$ cat src/rtl/lkq_pkg.sv
package lkq_pkg;
  // bits needed for a counter that saturates at lim
  function automatic int unsigned cnt_w(int unsigned lim);
    return (lim < 2) ? 1 : $clog2(lim + 1);
  endfunction
endpackage

$ cat src/rtl/lkq_bit_hist.sv
module lkq_bit_hist (
  input  logic clk_i,
  input  logic rst_ni,
  input  logic data_i,
  output logic edge_o,
  output logic iso_o
);
  // hist_q[0] previous bit, hist_q[1] the one before
  logic [1:0] hist_q;

  always_ff @(posedge clk_i or negedge rst_ni) begin
    if (!rst_ni) hist_q <= 2'b00;
    else         hist_q <= {hist_q[0], data_i};
  end

  assign edge_o = data_i ^ hist_q[0];
  assign iso_o  = (hist_q[1] ^ hist_q[0]) & (hist_q[0] ^ data_i);
endmodule

$ cat src/rtl/lkq_win_timer.sv
module lkq_win_timer #(
  parameter int unsigned WIN = 8
) (
  input  logic clk_i,
  input  logic rst_ni,
  input  logic hit_i,
  output logic live_o
);
  localparam int unsigned CW = lkq_pkg::cnt_w(WIN);
  localparam logic [CW-1:0] LIM = CW'(WIN);

  logic [CW-1:0] cnt_q;

  // counts samples since last hit; starts expired
  always_ff @(posedge clk_i or negedge rst_ni) begin
    if (!rst_ni)           cnt_q <= LIM;
    else if (hit_i)        cnt_q <= '0;
    else if (cnt_q != LIM) cnt_q <= cnt_q + 1'b1;
  end

  assign live_o = (cnt_q != LIM);
endmodule

$ cat src/rtl/lkq_mute.sv
module lkq_mute (
  input  logic clk_i,
  input  logic rst_ni,
  input  logic lock_i,
  input  logic data_i,
  output logic data_o
);
  logic hold_q;

  always_ff @(posedge clk_i or negedge rst_ni) begin
    if (!rst_ni)     hold_q <= 1'b0;
    else if (lock_i) hold_q <= data_i;
  end

  assign data_o = hold_q;
endmodule

$ cat src/rtl/lkq_lock_qual.sv
module lkq_lock_qual #(
  parameter int unsigned ACT_WIN  = 8,
  parameter int unsigned HARM_WIN = 40
) (
  input  logic clk_i,
  input  logic rst_ni,
  input  logic rx_bit_i,
  input  logic pll_lock_i,
  input  logic clk_en_i,
  output logic tx_bit_o,
  output logic lock_o,
  output logic clk_oe_o
);
  logic edge_ev, iso_ev;
  logic act_live, harm_live;
  logic pll_q;

  lkq_bit_hist hist_i (
    .clk_i  (clk_i),
    .rst_ni (rst_ni),
    .data_i (rx_bit_i),
    .edge_o (edge_ev),
    .iso_o  (iso_ev)
  );

  lkq_win_timer #(.WIN(ACT_WIN)) act_tmr_i (
    .clk_i  (clk_i),
    .rst_ni (rst_ni),
    .hit_i  (edge_ev),
    .live_o (act_live)
  );

  lkq_win_timer #(.WIN(HARM_WIN)) harm_tmr_i (
    .clk_i  (clk_i),
    .rst_ni (rst_ni),
    .hit_i  (iso_ev),
    .live_o (harm_live)
  );

  always_ff @(posedge clk_i or negedge rst_ni) begin
    if (!rst_ni) pll_q <= 1'b0;
    else         pll_q <= pll_lock_i;
  end

  // AND of registered terms only
  assign lock_o = act_live & harm_live & pll_q;

  lkq_mute mute_i (
    .clk_i  (clk_i),
    .rst_ni (rst_ni),
    .lock_i (lock_o),
    .data_i (rx_bit_i),
    .data_o (tx_bit_o)
  );

  assign clk_oe_o = clk_en_i;
endmodule

$ cat config.mk
export PLATFORM = sky130hd
export DESIGN_NAME = lkq_lock_qual
export DESIGN_NICKNAME = d
export VERILOG_FILES = /design/src/rtl/lkq_pkg.sv /design/src/rtl/lkq_bit_hist.sv /design/src/rtl/lkq_win_timer.sv /design/src/rtl/lkq_mute.sv /design/src/rtl/lkq_lock_qual.sv
export SDC_FILE = /design/constraint.sdc
export NUM_CORES = 1
export LEC_CHECK = 0
export BUFFER_PORTS_ARGS = -buffer_cell sky130_fd_sc_hd__buf_2
export CAP_MARGIN = 5
export CORE_MARGIN = 1
export CORE_UTILIZATION = 48
export CTS_CLUSTER_SIZE = 28
export DETAILED_ROUTE_END_ITERATION = 10
export GPL_TIMING_DRIVEN = 0
export HOLD_SLACK_MARGIN = 0.08
export PLACE_DENSITY = 0.7
export SYNTH_ARGS = -nofsm -noshare
export SYNTH_HDL_FRONTEND = slang
export SYNTH_HIERARCHICAL = 1
export SYNTH_SLANG_ARGS = --single-unit
$ cat constraint.sdc
create_clock -name clk_i -period 1.5 [get_ports clk_i]
set_clock_uncertainty 0.1 [all_clocks]
set_input_delay 0.15 -clock clk_i [delete_from_list [all_inputs] [get_ports clk_i]]
set_output_delay 0.15 -clock clk_i [all_outputs]
set_load 0.05 [all_outputs]
==> results of run 1 <==
routing by layer:
metal | vias up | wire length [microns] | track usage (%)
met2 | 9 | 591 | 31.9
met1 | 228 | 583 | 25.3
met3 | 2 | 49 | 8.33
met4 | 0 | 12 | 7.76
met5 | - | 0 | 0
li1 | 243 | - | -
stage by stage:
| stage | setup slack (ps) | power, mW | util [%] | instances |
|---|---|---|---|---|
| floorplan | -173 | 0.709 | - | 62 |
| global placement | -188 | 0.759 | 57.0 | 83 |
| detailed placement | -190 | 0.767 | 57.0 | 83 |
| CTS | -239 | 1.10 | 68.9 | 100 |
| global route | -314 | 1.18 | 67.7 | 96 |
| finish | -264 | 1.11 | 67.7 | 96 |
flip-flops by register name (all words and copies together) (netlist names):
name,flops
pll_q,1
harm_tmr_i/cnt_q,6
act_tmr_i/cnt_q,4
hist_i/hist_q,2
mute_i/data_o,1
critical path, cell delays in order (launching register included):
cell and delay [ps]:
sky130_fd_sc_hd__dfrtp_1 380, sky130_fd_sc_hd__inv_1 60, sky130_fd_sc_hd__ha_2 160, sky130_fd_sc_hd__nand4b_1 150, sky130_fd_sc_hd__nor2_2 150, sky130_fd_sc_hd__inv_1 50
sky130_fd_sc_hd__and3_4 150, sky130_fd_sc_hd__buf_8 140
cells in the mapped netlist (all sizes together):
cell type,count
nand3b,1
mux2,1
dfrtp,11
nor2,7
inv,5
xnor2,2
nor3b,1
nand4b,1
o21ai,2
nand2b,3
xor2,4
ha,4
o22ai,1
dfstp,3
buf,1
nand2,2
nor3,2
or3,1
and3,1
nand3,4
a21oi,2
mux2i,3
power by group:
part / internal, mW / switching (mW) / leakage (nW)
clock network: 0.148 / 0.115 / 0.0210
logic: 0.166 / 0.163 / 0.230
registers: 0.453 / 0.0623 / 0.168
cell type report:
type / count / area, sq um
fillers: 109 / 425
flip-flops and latches: 14 / 354
multi-input cells: 42 / 342
repair buffers: 15 / 115
clock buffers: 4 / 36.3
inverters: 5 / 18.8
well taps: 15 / 18.8
plain buffers: 1 / 7.51
cell families after synthesis:
| kind of cell | synth area share [%] |
|---|---|
| compound gates | 4.68 |
| xor+xnor | 7.57 |
| fa+ha+maj | 7.21 |
| buf+inv | 3.78 |
| flops | 51.0 |
| mux | 6.49 |
| simple gates | 19.3 |
worst max path at each step:
stage,cells past startpoint,slack (ps),from,end
6_report,7,-260,harm_tmr_i/cnt_q[0],lock_o
2_1_floorplan,7,-170,harm_tmr_i/cnt_q[0],mute_i/data_o
5_1_grt,7,-310,harm_tmr_i/cnt_q[1],lock_o
3_5_place_dp,7,-190,harm_tmr_i/cnt_q[0],mute_i/data_o
3_3_place_gp,7,-190,harm_tmr_i/cnt_q[0],mute_i/data_o
4_1_cts,5,-240,harm_tmr_i/cnt_q[5],lock_o
layout by cell type (no fill, tap or decap), types with 2 or more instances in the layout:
master | netlist | final
sky130_fd_sc_hd__xnor2_1 | 2 | 2
sky130_fd_sc_hd__nand3_1 | 4 | 4
sky130_fd_sc_hd__a21oi_1 | 2 | 2
sky130_fd_sc_hd__xor2_1 | 4 | 4
sky130_fd_sc_hd__dfrtp_1 | 11 | 11
sky130_fd_sc_hd__o21ai_0 | 2 | 2
sky130_fd_sc_hd__nor2_1 | 7 | 6
sky130_fd_sc_hd__buf_4 | 1 | 7
sky130_fd_sc_hd__buf_2 | 0 | 5
sky130_fd_sc_hd__dfstp_2 | 3 | 3
sky130_fd_sc_hd__dlygate4sd3_1 | 0 | 3
sky130_fd_sc_hd__nand2b_1 | 3 | 3
sky130_fd_sc_hd__ha_1 | 4 | 3
sky130_fd_sc_hd__inv_1 | 5 | 5
sky130_fd_sc_hd__clkbuf_4 | 0 | 3
sky130_fd_sc_hd__mux2i_1 | 3 | 3
repair_timing:
action                                  CTS  global route
setup buffers                            10             1
pin swaps                                 3             1
gates resized for setup                   4             3
endpoints found under the setup margin    2             4
hold buffers                              3             0
hold endpoints to repair                 17             0
==> qor.log, run 1 <==
qor: worst_hold_path.min_path_type input pin to asynchronous set/reset pin
qor: run.drv.max_cap_violation_count 0
qor: route.first_pass_iteration_count_of_the_detailed_router 2
qor: floorplanning.fp.dieArea 1600 sq um
qor: route.detailed_route_via_count 482
qor: grt.first_global_vias 461
qor: clock_network.tritoncts_clock_tree built
qor: sta.finalSetupTns -477 ps
qor: synthesis.ys_warns 6
qor: synthesis.syn_area 694 sq um
qor: layout.final_net_count 91
qor: route.detail_route.iter0.violations 3
qor: placement.gp_congestion 0.797
qor: sta.finalSetupViolCount 2
qor: run_status.failed_checks negative setup slack
qor: sta.max_freq 567 MHz
qor: route.antenna_violating_nets_left 0
qor: layout.antenna_cells_inserted 0
qor: setup_path.reg2reg_from harm_tmr_i/cnt_q[0]
qor: clock_network.clk_pin_slew 80 ps
qor: route.detail_route.wl_per_cell 12.9 microns
qor: sta.timing.final.crit_period 1760 ps
qor: synthesis.synth_top_area_share 39.6%
qor: synthesis.yosysTopAreaCell sky130_fd_sc_hd__dfrtp_1
qor: layout.layout-area-overhead-vs-synth 28.5%
qor: route.vias_per_cell 5.02
qor: sta.timing.hold.ws 179 ps
qor: floorplanning.top_level_ports 8
qor: clock_network.cts.path.max_buffers 2
qor: sta.timing.max_slew.rel_slack 74.1%
qor: clock_network.cts.sink_count 14
qor: setup_path.timing.setup.critical_path_class flop to primary output
qor: synthesis.postSynthAreaPerCell 11.2 sq um
qor: layout.final_layout_size_suffix_gt1_share 35.8%
qor: power.power.leakage 0.419 nW
qor: clock_network.cts-buffers-inserted 3
qor: grt.grt_first_pass_wirelength 2.01 mm
qor: layout.stdcell_area 892 sq um
qor: grt.global_route.overflow_total 0
qor: floorplanning.num_rows 13
qor: route.wl 1.24 mm
qor: sta.max_transition_viols_final 0
qor: setup_path.cp-start-kind flop
qor: sta.worst_slack -264 ps
qor: sta.ratio_of_final_minimum_period_to_clock_period 118%
qor: setup_path.timing.rr.end mute_i/data_o
qor: synthesis.post_synth_main_area_contributors sky130_fd_sc_hd__dfrtp_1, sky130_fd_sc_hd__dfstp_2, sky130_fd_sc_hd__ha_1
qor: setup_path.worst-endpoint-arrival 1510 ps
qor: setup_path.worstRegToRegCells 8
qor: floorplanning.fp.coreArea 1320 sq um
qor: sta.rsz_0062_raised_after_global_routing yes
qor: synthesis.distinct_cell_type_count_of_the_synthesized_netlist 23
qor: setup_path.ff2ff_setup_slack -210 ps
qor: setup_path.endpoint_kind primary output
qor: grt.grt_util_all_layers 20.5%
qor: grt.grt_max_degree 15
qor: placement.placement.cell_area 751 sq um
qor: placement.place_hpwl 786 microns
qor: floorplanning.vertical_die_dimension 40.0 microns
qor: clock_network.htree_num_levels 1
qor: synthesis.ys_seq_elements 14
qor: power.power_density 1240 nW/um^2
qor: setup_path.worst_ep_required_time 1250 ps
qor: placement.port_buffers 6
qor: sta.timing_worst_slew_pin_value 387 ps
qor: run_status.outcome finished with violations
qor: grt.antenna_found_initial 0
qor: sta.report.final.hold_viol_count 0
qor: floorplanning.die_w 40.0 microns
qor: synthesis.synthesis.instances 62
qor: clock_network.ctsRootBufferMaster sky130_fd_sc_hd__clkbuf_4
qor: clock_network.insertion_delay 280 ps
qor: power.peakVddDrop 0.714 mV
qor: route.drcViolationCount 0
qor: floorplanning.initial_utilization 52.7%
qor: setup_path.highest_net_fanout_along_the_worst_path 2
qor: synthesis.synth.net_count 71
qor: synthesis.yosysSeqAreaShare 51.0%
Note: power is estimated with default switching activity, not from simulation.
==> run 2, diff against run 1 <==
CORE_ASPECT_RATIO = 1.25   (was unset)
CORE_UTILIZATION = 35   (was 48)
CTS_CLUSTER_DIAMETER = 120   (was unset)
PLACE_DENSITY = unset   (was 0.7)
clock period = 1.6 ns   (was 1.5 ns; I/O delays follow)
==> qor.log, run 2 (synthesis results as in run 1) <==
qor: route.met3_length 17 microns [-65%]
qor: power.peakVddDrop 0.754 mV [+5.6%]
qor: power.power_frac_seq 50.6% [+4.1 points]
qor: layout.largest_reg_flops 6 [unchanged]
qor: setup_path.worst_ep_required_time 1340 ps [+90 ps]
qor: route.detail_route.wl_per_cell 13.1 microns [+1.8%]
qor: sta.report.final.hold_viol_count 0 [unchanged]
qor: floorplanning.fp.dieArea 2170 sq um [+35%]
qor: layout.final_common_cell sky130_fd_sc_hd__dfrtp_1
qor: setup_path.timing.setup.critical_path_class flop to primary output
qor: power.power.leakage 0.411 nW [-2.0%]
qor: setup_path.endpoint_kind primary output
qor: route.top_layer met4
qor: floorplanning.top_level_ports 8 [unchanged]
qor: clock_network.tritoncts_clock_tree built
qor: placement.place_hpwl 886 microns [+13%]
qor: sta.timing_worst_slew_pin_value 321 ps [-65.4 ps]
qor: layout.area_occupied_by_registers 354 sq um [unchanged]
qor: floorplanning.initial_utilization 38.4% [-14 points]
qor: layout.largest-register harm_tmr_i/cnt_q
qor: route.drcViolationCount 0 [unchanged]
qor: sta.timing.final.crit_period 1750 ps
qor: setup_path.reg2reg_from harm_tmr_i/cnt_q[1]
qor: setup_path.ff2ff_setup_slack -80 ps [+130 ps]
qor: layout.layout-area-overhead-vs-synth 26.7%
qor: power.internal-power 0.661 mW [-14%]
qor: clock_network.cts.path.max_buffers 2 [unchanged]
qor: floorplanning.vertical_die_dimension 51.8 microns [+29%]
qor: layout.final.fill_count 183 [+68%]
qor: sta.worst_slack -147 ps [+117 ps]
qor: route.detail_route.iter0.violations 1 [-2]
qor: floorplanning.num_rows 17 [+4]
qor: grt.grt_max_degree 15 [unchanged]
qor: clock_network.cts-buffers-inserted 3 [unchanged]
qor: layout.largest_registers harm_tmr_i/cnt_q: 6 flops, act_tmr_i/cnt_q: 4 flops, hist_i/hist_q: 2 flops
qor: floorplanning.fp.coreArea 1810 sq um [+37%]
qor: setup_path.worst-endpoint-arrival 1490 ps [-20 ps]
qor: setup_path.cp-start-kind flop
qor: placement.port_buffers 6 [unchanged]
qor: route.vias_per_cell 5.00 [-0.41%]
qor: route.antenna_violating_nets_left 0 [unchanged]
qor: layout.layout_common_cells sky130_fd_sc_hd__dfrtp_1, sky130_fd_sc_hd__buf_4, sky130_fd_sc_hd__nor2_1
qor: power.power_density 1120 nW/um^2 [-9.7%]
qor: grt.grt_first_pass_wirelength 2.32 mm [+15%]
qor: sta.timing.max_slew.rel_slack 78.6% [+4.4 points]
qor: sta.rsz_0062_raised_after_global_routing yes
qor: layout.final_net_count 91 [unchanged]
qor: placement.gp_congestion 0.666 [-16%]
qor: clock_network.cts.sink_count 14 [unchanged]
qor: worst_hold_path.min_path_type input pin to asynchronous set/reset pin
qor: grt.grt_util_all_layers 14.5% [-6.0 points]
qor: clock_network.htree_num_levels 1 [unchanged]
qor: run_status.failed_checks negative setup slack
qor: layout.antenna_cells_inserted 0 [unchanged]
qor: route.detailed_route_via_count 500 [+3.7%]
qor: power.total_power 0.986 mW [-11%]
qor: sta.max_transition_viols_final 0 [unchanged]
qor: layout.multi_input_comb_area 334 sq um [-2.2%]
qor: layout.final_layout_size_suffix_gt1_share 34.6% [-1.2 points]
qor: setup_path.highest_net_fanout_along_the_worst_path 2 [unchanged]
qor: setup_path.worstRegToRegCells 8 [unchanged]
qor: setup_path.timing.rr.end mute_i/data_o
qor: run_status.outcome finished with violations
qor: sta.finalSetupViolCount 2 [unchanged]
qor: grt.first_global_vias 553 [+20%]
qor: route.routed-wl-met2 751 microns [+27%]
qor: sta.finalSetupTns -232 ps [+245 ps]
qor: clock_network.ctsRootBufferMaster sky130_fd_sc_hd__clkbuf_4
qor: clock_network.insertion_delay 270 ps [about the same]
qor: route.wl 1.31 mm [+6.1%]
qor: run.drv.max_cap_violation_count 0 [unchanged]
qor: route.m1WireLength 533 microns [-8.6%]
qor: power.power_switching 0.325 mW [-4.5%]
qor: setup_path.worst_setup_path_startpoint harm_tmr_i/cnt_q[1]
qor: floorplanning.die_w 41.8 microns [+4.5%]
qor: clock_network.clk_pin_slew 90 ps [about the same]
qor: sta.max_freq 573 MHz
qor: grt.global_route.overflow_total 0 [unchanged]
qor: power.clockPowerShare 20.9% [-2.9 points]
qor: power.p_comb_share 28.5% [-1.2 points]
qor: sta.ratio_of_final_minimum_period_to_clock_period 109%
qor: power.power.switching_fraction 32.9% [+2.2 points]
qor: grt.antenna_found_initial 0 [unchanged]
qor: route.first_pass_iteration_count_of_the_detailed_router 2 [unchanged]
-- run 2: per-layer routing --
| metal | vias to the layer above | track usage [%] |
|---|---|---|
| met5 | - | 0 |
| met3 | 2 | 2.08 |
| met2 | 2 | 28.4 |
| met4 | 0 | 8.06 |
| met1 | 252 | 14.4 |
| li1 | 244 | - |
-- run 2: timing repair --
| action | in CTS | in global routing |
|---|---|---|
| endpoints found under the setup margin | 2 | 2 |
| hold endpoints to repair | 17 | 0 |
| resized for setup | 3 | 4 |
| hold buffers | 3 | 0 |
| pin swaps | 1 | 2 |
| buffers inserted | 5 | 1 |
-- run 2: worst max-delay path by stage --
stage | endpoint | cells after the start | slack [ps]
6_report | lock_o | 7 | -150
5_1_grt | lock_o | 7 | -230
4_1_cts | lock_o | 7 | -190
3_5_place_dp | mute_i/data_o | 7 | -150
3_3_place_gp | mute_i/data_o | 7 | -110
2_1_floorplan | mute_i/data_o | 7 | -70
-- run 2: power by group through the flow --
stage	registers, mW	clock network (mW)	logic [mW]
after floorplan	0.503	0	0.162
after global placement	0.512	0	0.203
after detailed placement	0.517	0	0.209
after CTS	0.497	0.216	0.261
after global routing	0.509	0.225	0.317
final	0.499	0.206	0.281
-- run 2: worst max-delay path: stages, from the launching register on --
cell and delay (ps):
sky130_fd_sc_hd__dfrtp_1 400, sky130_fd_sc_hd__inv_2 70, sky130_fd_sc_hd__ha_4 120, sky130_fd_sc_hd__nand4b_1 130, sky130_fd_sc_hd__nor2_2 140, sky130_fd_sc_hd__inv_1 50, sky130_fd_sc_hd__and3_4 150, sky130_fd_sc_hd__buf_8 140
-- run 2: through the flow --
stage               setup WS (ps)  instance area, sq um  cells  util (%)  hold WS [ps]
CTS                          -194                   860     99      47.5           197
detailed placement           -149                   756     87      41.8         -29.6
floorplan                   -73.3                   702     62         -          -236
finish                       -147                   880    100      48.7           209
global placement             -113                   756     87      41.8         -33.3
global route                 -233                   880    100      48.7           222
-- run 2: area by class of cell --
cell class,count,share of cell area [%]
plain buffers,1,0.853
clock buffers,4,2.99
inverters,5,2.13
multi-input cells,42,38.0
flip-flops and latches,14,40.3
well taps,19,2.70
repair buffers,15,13.1
==> run 3, diff against run 2 <==
ABC_AREA = 1   (was unset)
CORE_MARGIN = 3   (was 1)
PLACE_DENSITY = 0.53   (was unset)
==> qor.log, run 3 <==
qor: run_status.outcome finished with violations
qor: run_status.failed_checks negative setup slack
qor: synthesis.ys_seq_elements 14 [unchanged]
qor: grt.first_global_vias 609 [+10%]
qor: route.detail_route.iter0.violations 2 [+1]
qor: grt.grt_first_pass_wirelength 2.47 mm [+6.6%]
qor: sta.rsz_0062_raised_after_global_routing yes
qor: synthesis.syn_area 747 sq um [+7.6%]
qor: synthesis.yosysTopAreaCell sky130_fd_sc_hd__dfrtp_1
qor: layout.final.fill_count 186 [+1.6%]
qor: setup_path.slowest_cell_on_the_critical_path sky130_fd_sc_hd__dfrtp_1
qor: layout.largest-register harm_tmr_i/cnt_q
qor: power.power.switching_fraction 33.2% [+0.26 points]
qor: setup_path.worst-endpoint-arrival 1400 ps [-90 ps]
qor: floorplanning.num_rows 18 [+1]
qor: grt.antenna_found_initial 0 [unchanged]
qor: sta.worst_slack -57.8 ps [+88.9 ps]
qor: layout.largest_registers harm_tmr_i/cnt_q: 6 flops, act_tmr_i/cnt_q: 4 flops, hist_i/hist_q: 2 flops
qor: synthesis.fraction_of_registers_with_async_set_reset 100% [unchanged]
qor: grt.grt_use_met3 2.80% [+0.71 points]
qor: layout.layout_common_cells sky130_fd_sc_hd__nand2_1, sky130_fd_sc_hd__inv_1, sky130_fd_sc_hd__nand3_1
qor: power.p_comb_share 32.6% [+4.1 points]
qor: layout.final_layout_size_suffix_gt1_share 31.9% [-2.7 points]
qor: synthesis.distinct_cell_type_count_of_the_synthesized_netlist 18 [-22%]
qor: clock_network.cts.sink_count 14 [unchanged]
qor: synthesis.postSynthAreaPerCell 8.30 sq um [-26%]
qor: sta.timing_worst_slew_pin_value 311 ps [-10.8 ps]
qor: synthesis.post_synth_main_area_contributors sky130_fd_sc_hd__dfrtp_1, sky130_fd_sc_hd__dfstp_2, sky130_fd_sc_hd__nand2_1
qor: synthesis.xor_xnor_portion_of_the_synthesized_cell_area 3.52% [-4.0 points]
qor: grt.grt_util_all_layers 12.7% [-1.9 points]
qor: layout.multi_input_comb_area 349 sq um [+4.5%]
qor: layout.final_common_cell sky130_fd_sc_hd__nand2_1
qor: layout.antenna_cells_inserted 0 [unchanged]
qor: clock_network.ctsRootBufferMaster sky130_fd_sc_hd__clkbuf_4
qor: route.antenna_violating_nets_left 0 [unchanged]
qor: synthesis.cell_with_the_most_instances_after_synthesis sky130_fd_sc_hd__nand2_1
qor: power.power_frac_seq 44.2% [-6.4 points]
qor: floorplanning.top_level_ports 8 [unchanged]
qor: setup_path.worst_ep_required_time 1340 ps [about the same]
qor: sta.report.final.hold_viol_count 0 [unchanged]
qor: synthesis.yosysSeqAreaShare 47.4% [-3.6 points]
qor: sta.timing.final.crit_period 1660 ps [-88.9 ps]
qor: route.detailed_route_via_count 625 [+25%]
qor: layout.area_occupied_by_registers 354 sq um [unchanged]
qor: route.wl 1.45 mm [+10%]
qor: setup_path.cp_cell_sequence inv_2 > ha_4 > nand2_4 > nor2_4 > nand2_2 > nand2_2 > nor2_4 > buf_6
qor: grt.grtUsageMet1 14.1% [-0.30 points]
qor: clock_network.tritoncts_clock_tree built
qor: synthesis.synth.net_count 99 [+39%]
qor: sta.ratio_of_final_minimum_period_to_clock_period 104% [-5.6 points]
qor: setup_path.cp-start-kind flop
qor: floorplanning.die_w 47.3 microns [+13%]
qor: power.clockPowerShare 23.2% [+2.3 points]
qor: sta.timing.max_slew.rel_slack 79.3% [+0.72 points]
qor: setup_path.endpoint_kind primary output
qor: grt.use_met2 21.6% [-6.7 points]
qor: sta.max_freq 603 MHz [+5.4%]
qor: layout.final_net_count 123 [+35%]
qor: grt.grt_max_usage_layer met2
qor: clock_network.cts-buffers-inserted 3 [unchanged]
qor: layout.largest_reg_flops 6 [unchanged]
qor: clock_network.cts.path.max_buffers 2 [unchanged]
qor: synthesis.muxShareOfSynthArea 0% [-6.5 points]
qor: synthesis.synth-adder-area-share 6.70% [-0.51 points]
qor: clock_network.insertion_delay 280 ps [about the same]
qor: power.power_density 1090 nW/um^2 [-2.3%]
qor: route.detail_route.wl_per_cell 10.9 microns [-17%]
qor: placement.post-place-ws -44.1 ps [+105 ps]
qor: synthesis.synth.top_cells.by_count sky130_fd_sc_hd__nand2_1, sky130_fd_sc_hd__inv_1, sky130_fd_sc_hd__nand3_1
qor: synthesis.synth_edf_count 0 [unchanged]
qor: placement.port_buffers 6 [unchanged]
qor: power.power_switching 0.356 mW [+9.6%]
qor: synthesis.main_combinational_cell_family_by_area_after_synthesis simple AND/OR/NAND/NOR gates
qor: setup_path.critical_path_max_stage_delay 410 ps [about the same]
qor: layout.stdcell_area 980 sq um [+11%]
qor: synthesis.synth_top_area_share 36.9% [-2.8 points]
qor: clock_network.clk_pin_slew 80 ps [about the same]
qor: worst_hold_path.min_path_type input pin to asynchronous set/reset pin
qor: sta.timing.hold.ws 192 ps [-16.8 ps]
qor: synthesis.synth_compound_area_share 2.18% [-2.5 points]
qor: synthesis.synthesis.instances 90 [+45%]
qor: sta.finalSetupViolCount 1 [-1]
qor: route.drcViolationCount 0 [unchanged]
qor: run.drv.max_cap_violation_count 0 [unchanged]
qor: synthesis.synth_ff_type sky130_fd_sc_hd__dfrtp_1
qor: synthesis.post_synth_and_or_nand_nor_area_fraction 30.3% [+11 points]
qor: power.peakVddDrop 0.956 mV [+27%]
qor: route.first_pass_iteration_count_of_the_detailed_router 4 [+2]
qor: clock_network.htree_num_levels 1 [unchanged]
qor: route.vias_per_cell 4.70 [-6.0%]
qor: synthesis.ys_warns 6 [unchanged]
qor: floorplanning.initial_utilization 37.3% [-1.1 points]
qor: layout.layout-area-overhead-vs-synth 31.2%
qor: sta.max_transition_viols_final 0 [unchanged]
qor: placement.gp_congestion 0.685 [+2.8%]
qor: placement.place_hpwl 968 microns [+9.2%]
qor: grt.grt_max_degree 15 [unchanged]
qor: floorplanning.vertical_die_dimension 57.7 microns [+11%]
qor: floorplanning.fp.dieArea 2730 sq um [+26%]
qor: setup_path.highest_net_fanout_along_the_worst_path 2 [unchanged]
qor: setup_path.timing.setup.critical_path_class flop to primary output
qor: placement.placement.cell_area 807 sq um [+6.8%]
qor: grt.global_route.overflow_total 0 [unchanged]
qor: power.power.leakage 0.522 nW [+27%]
qor: floorplanning.fp.coreArea 2000 sq um [+11%]
qor: power.internal-power 0.716 mW [+8.3%]
## run 3: cell types whose count changed after synthesis, moves of 3 or more
| cell | previous run | this run |
|---|---|---|
| sky130_fd_sc_hd__inv_1 | 5 | 16 |
| sky130_fd_sc_hd__mux2i_1 | 3 | 0 |
| sky130_fd_sc_hd__nand2_1 | 1 | 20 |
| sky130_fd_sc_hd__nand2b_1 | 3 | 0 |
| sky130_fd_sc_hd__nand3_1 | 4 | 13 |
## run 3: logic make-up after synthesis
logic type / count (synthesis)
simple gates: 49
buf+inv: 18
flops: 14
fa+ha+maj: 4
xor+xnor: 3
compound gates: 2
## run 3: power groups by stage
stage / logic, mW / clock network (mW) / registers, mW
after global routing: 0.399 / 0.274 / 0.481
after CTS: 0.346 / 0.259 / 0.473
after detailed placement: 0.222 / 0 / 0.498
after global placement: 0.218 / 0 / 0.496
final: 0.350 / 0.249 / 0.473
after floorplan: 0.168 / 0 / 0.491
## run 3: final timing paths
| check | start | end | slack [ps] | depth (start not counted) |
|---|---|---|---|---|
| min in group clk_i | hist_i/hist_q[0] | hist_i/hist_q[1] | 340 | 0 |
| worst min-delay path | rst_ni | act_tmr_i/cnt_q[2] | 190 | 2 |
| worst min register to register | hist_i/hist_q[0] | hist_i/hist_q[1] | 340 | 0 |
| worst max-delay path | harm_tmr_i/cnt_q[0] | lock_o | -60 | 8 |
| worst max register to register | harm_tmr_i/cnt_q[0] | harm_tmr_i/cnt_q[0] | 160 | 9 |
| max in group asynchronous | rst_ni | act_tmr_i/cnt_q[3] | 920 | 2 |
## run 3: critical path, delay by kind of cell (launching register included)
kind | cells | cell delay [ps]
buffers and inverters | 2 | 230
adders and majority gates | 1 | 130
DFF | 1 | 410
and+or+nand+nor | 5 | 350
## run 3: final cells by class
type	instances	share of cell area, %
Sequential cell	14	36.1
Multi-Input combinational cell	58	35.6
Timing Repair Buffer	19	14.4
Inverter	17	6.77
Clock buffer	4	3.70
Tap cell	20	2.55
Buffer	1	0.766
## run 3: what timing repair did
item / CTS / global route
gates resized for setup: 8 / 1
pin swaps: 4 / 3
hold endpoints to repair: 17 / 0
endpoints found under the setup margin: 1 / 1
setup buffers: 9 / 1
hold buffers: 3 / 0
## run 3: stage by stage
step / utilization, % / cells / setup TNS (ps) / total power [mW]
after floorplan: - / 90 / 0 / 0.659
after global placement: 40.3 / 116 / -37.4 / 0.715
after detailed placement: 40.3 / 116 / -44.1 / 0.720
after CTS: 48.3 / 132 / -76.6 / 1.08
after global routing: 48.9 / 133 / -125 / 1.15
final: 48.9 / 133 / -57.8 / 1.07
## run 3: per-layer routing
layer  up-vias  wire, microns
li1        324              -
met1       292            601
met2         5            793
met3         4             25
met4         0             25
met5         -              0
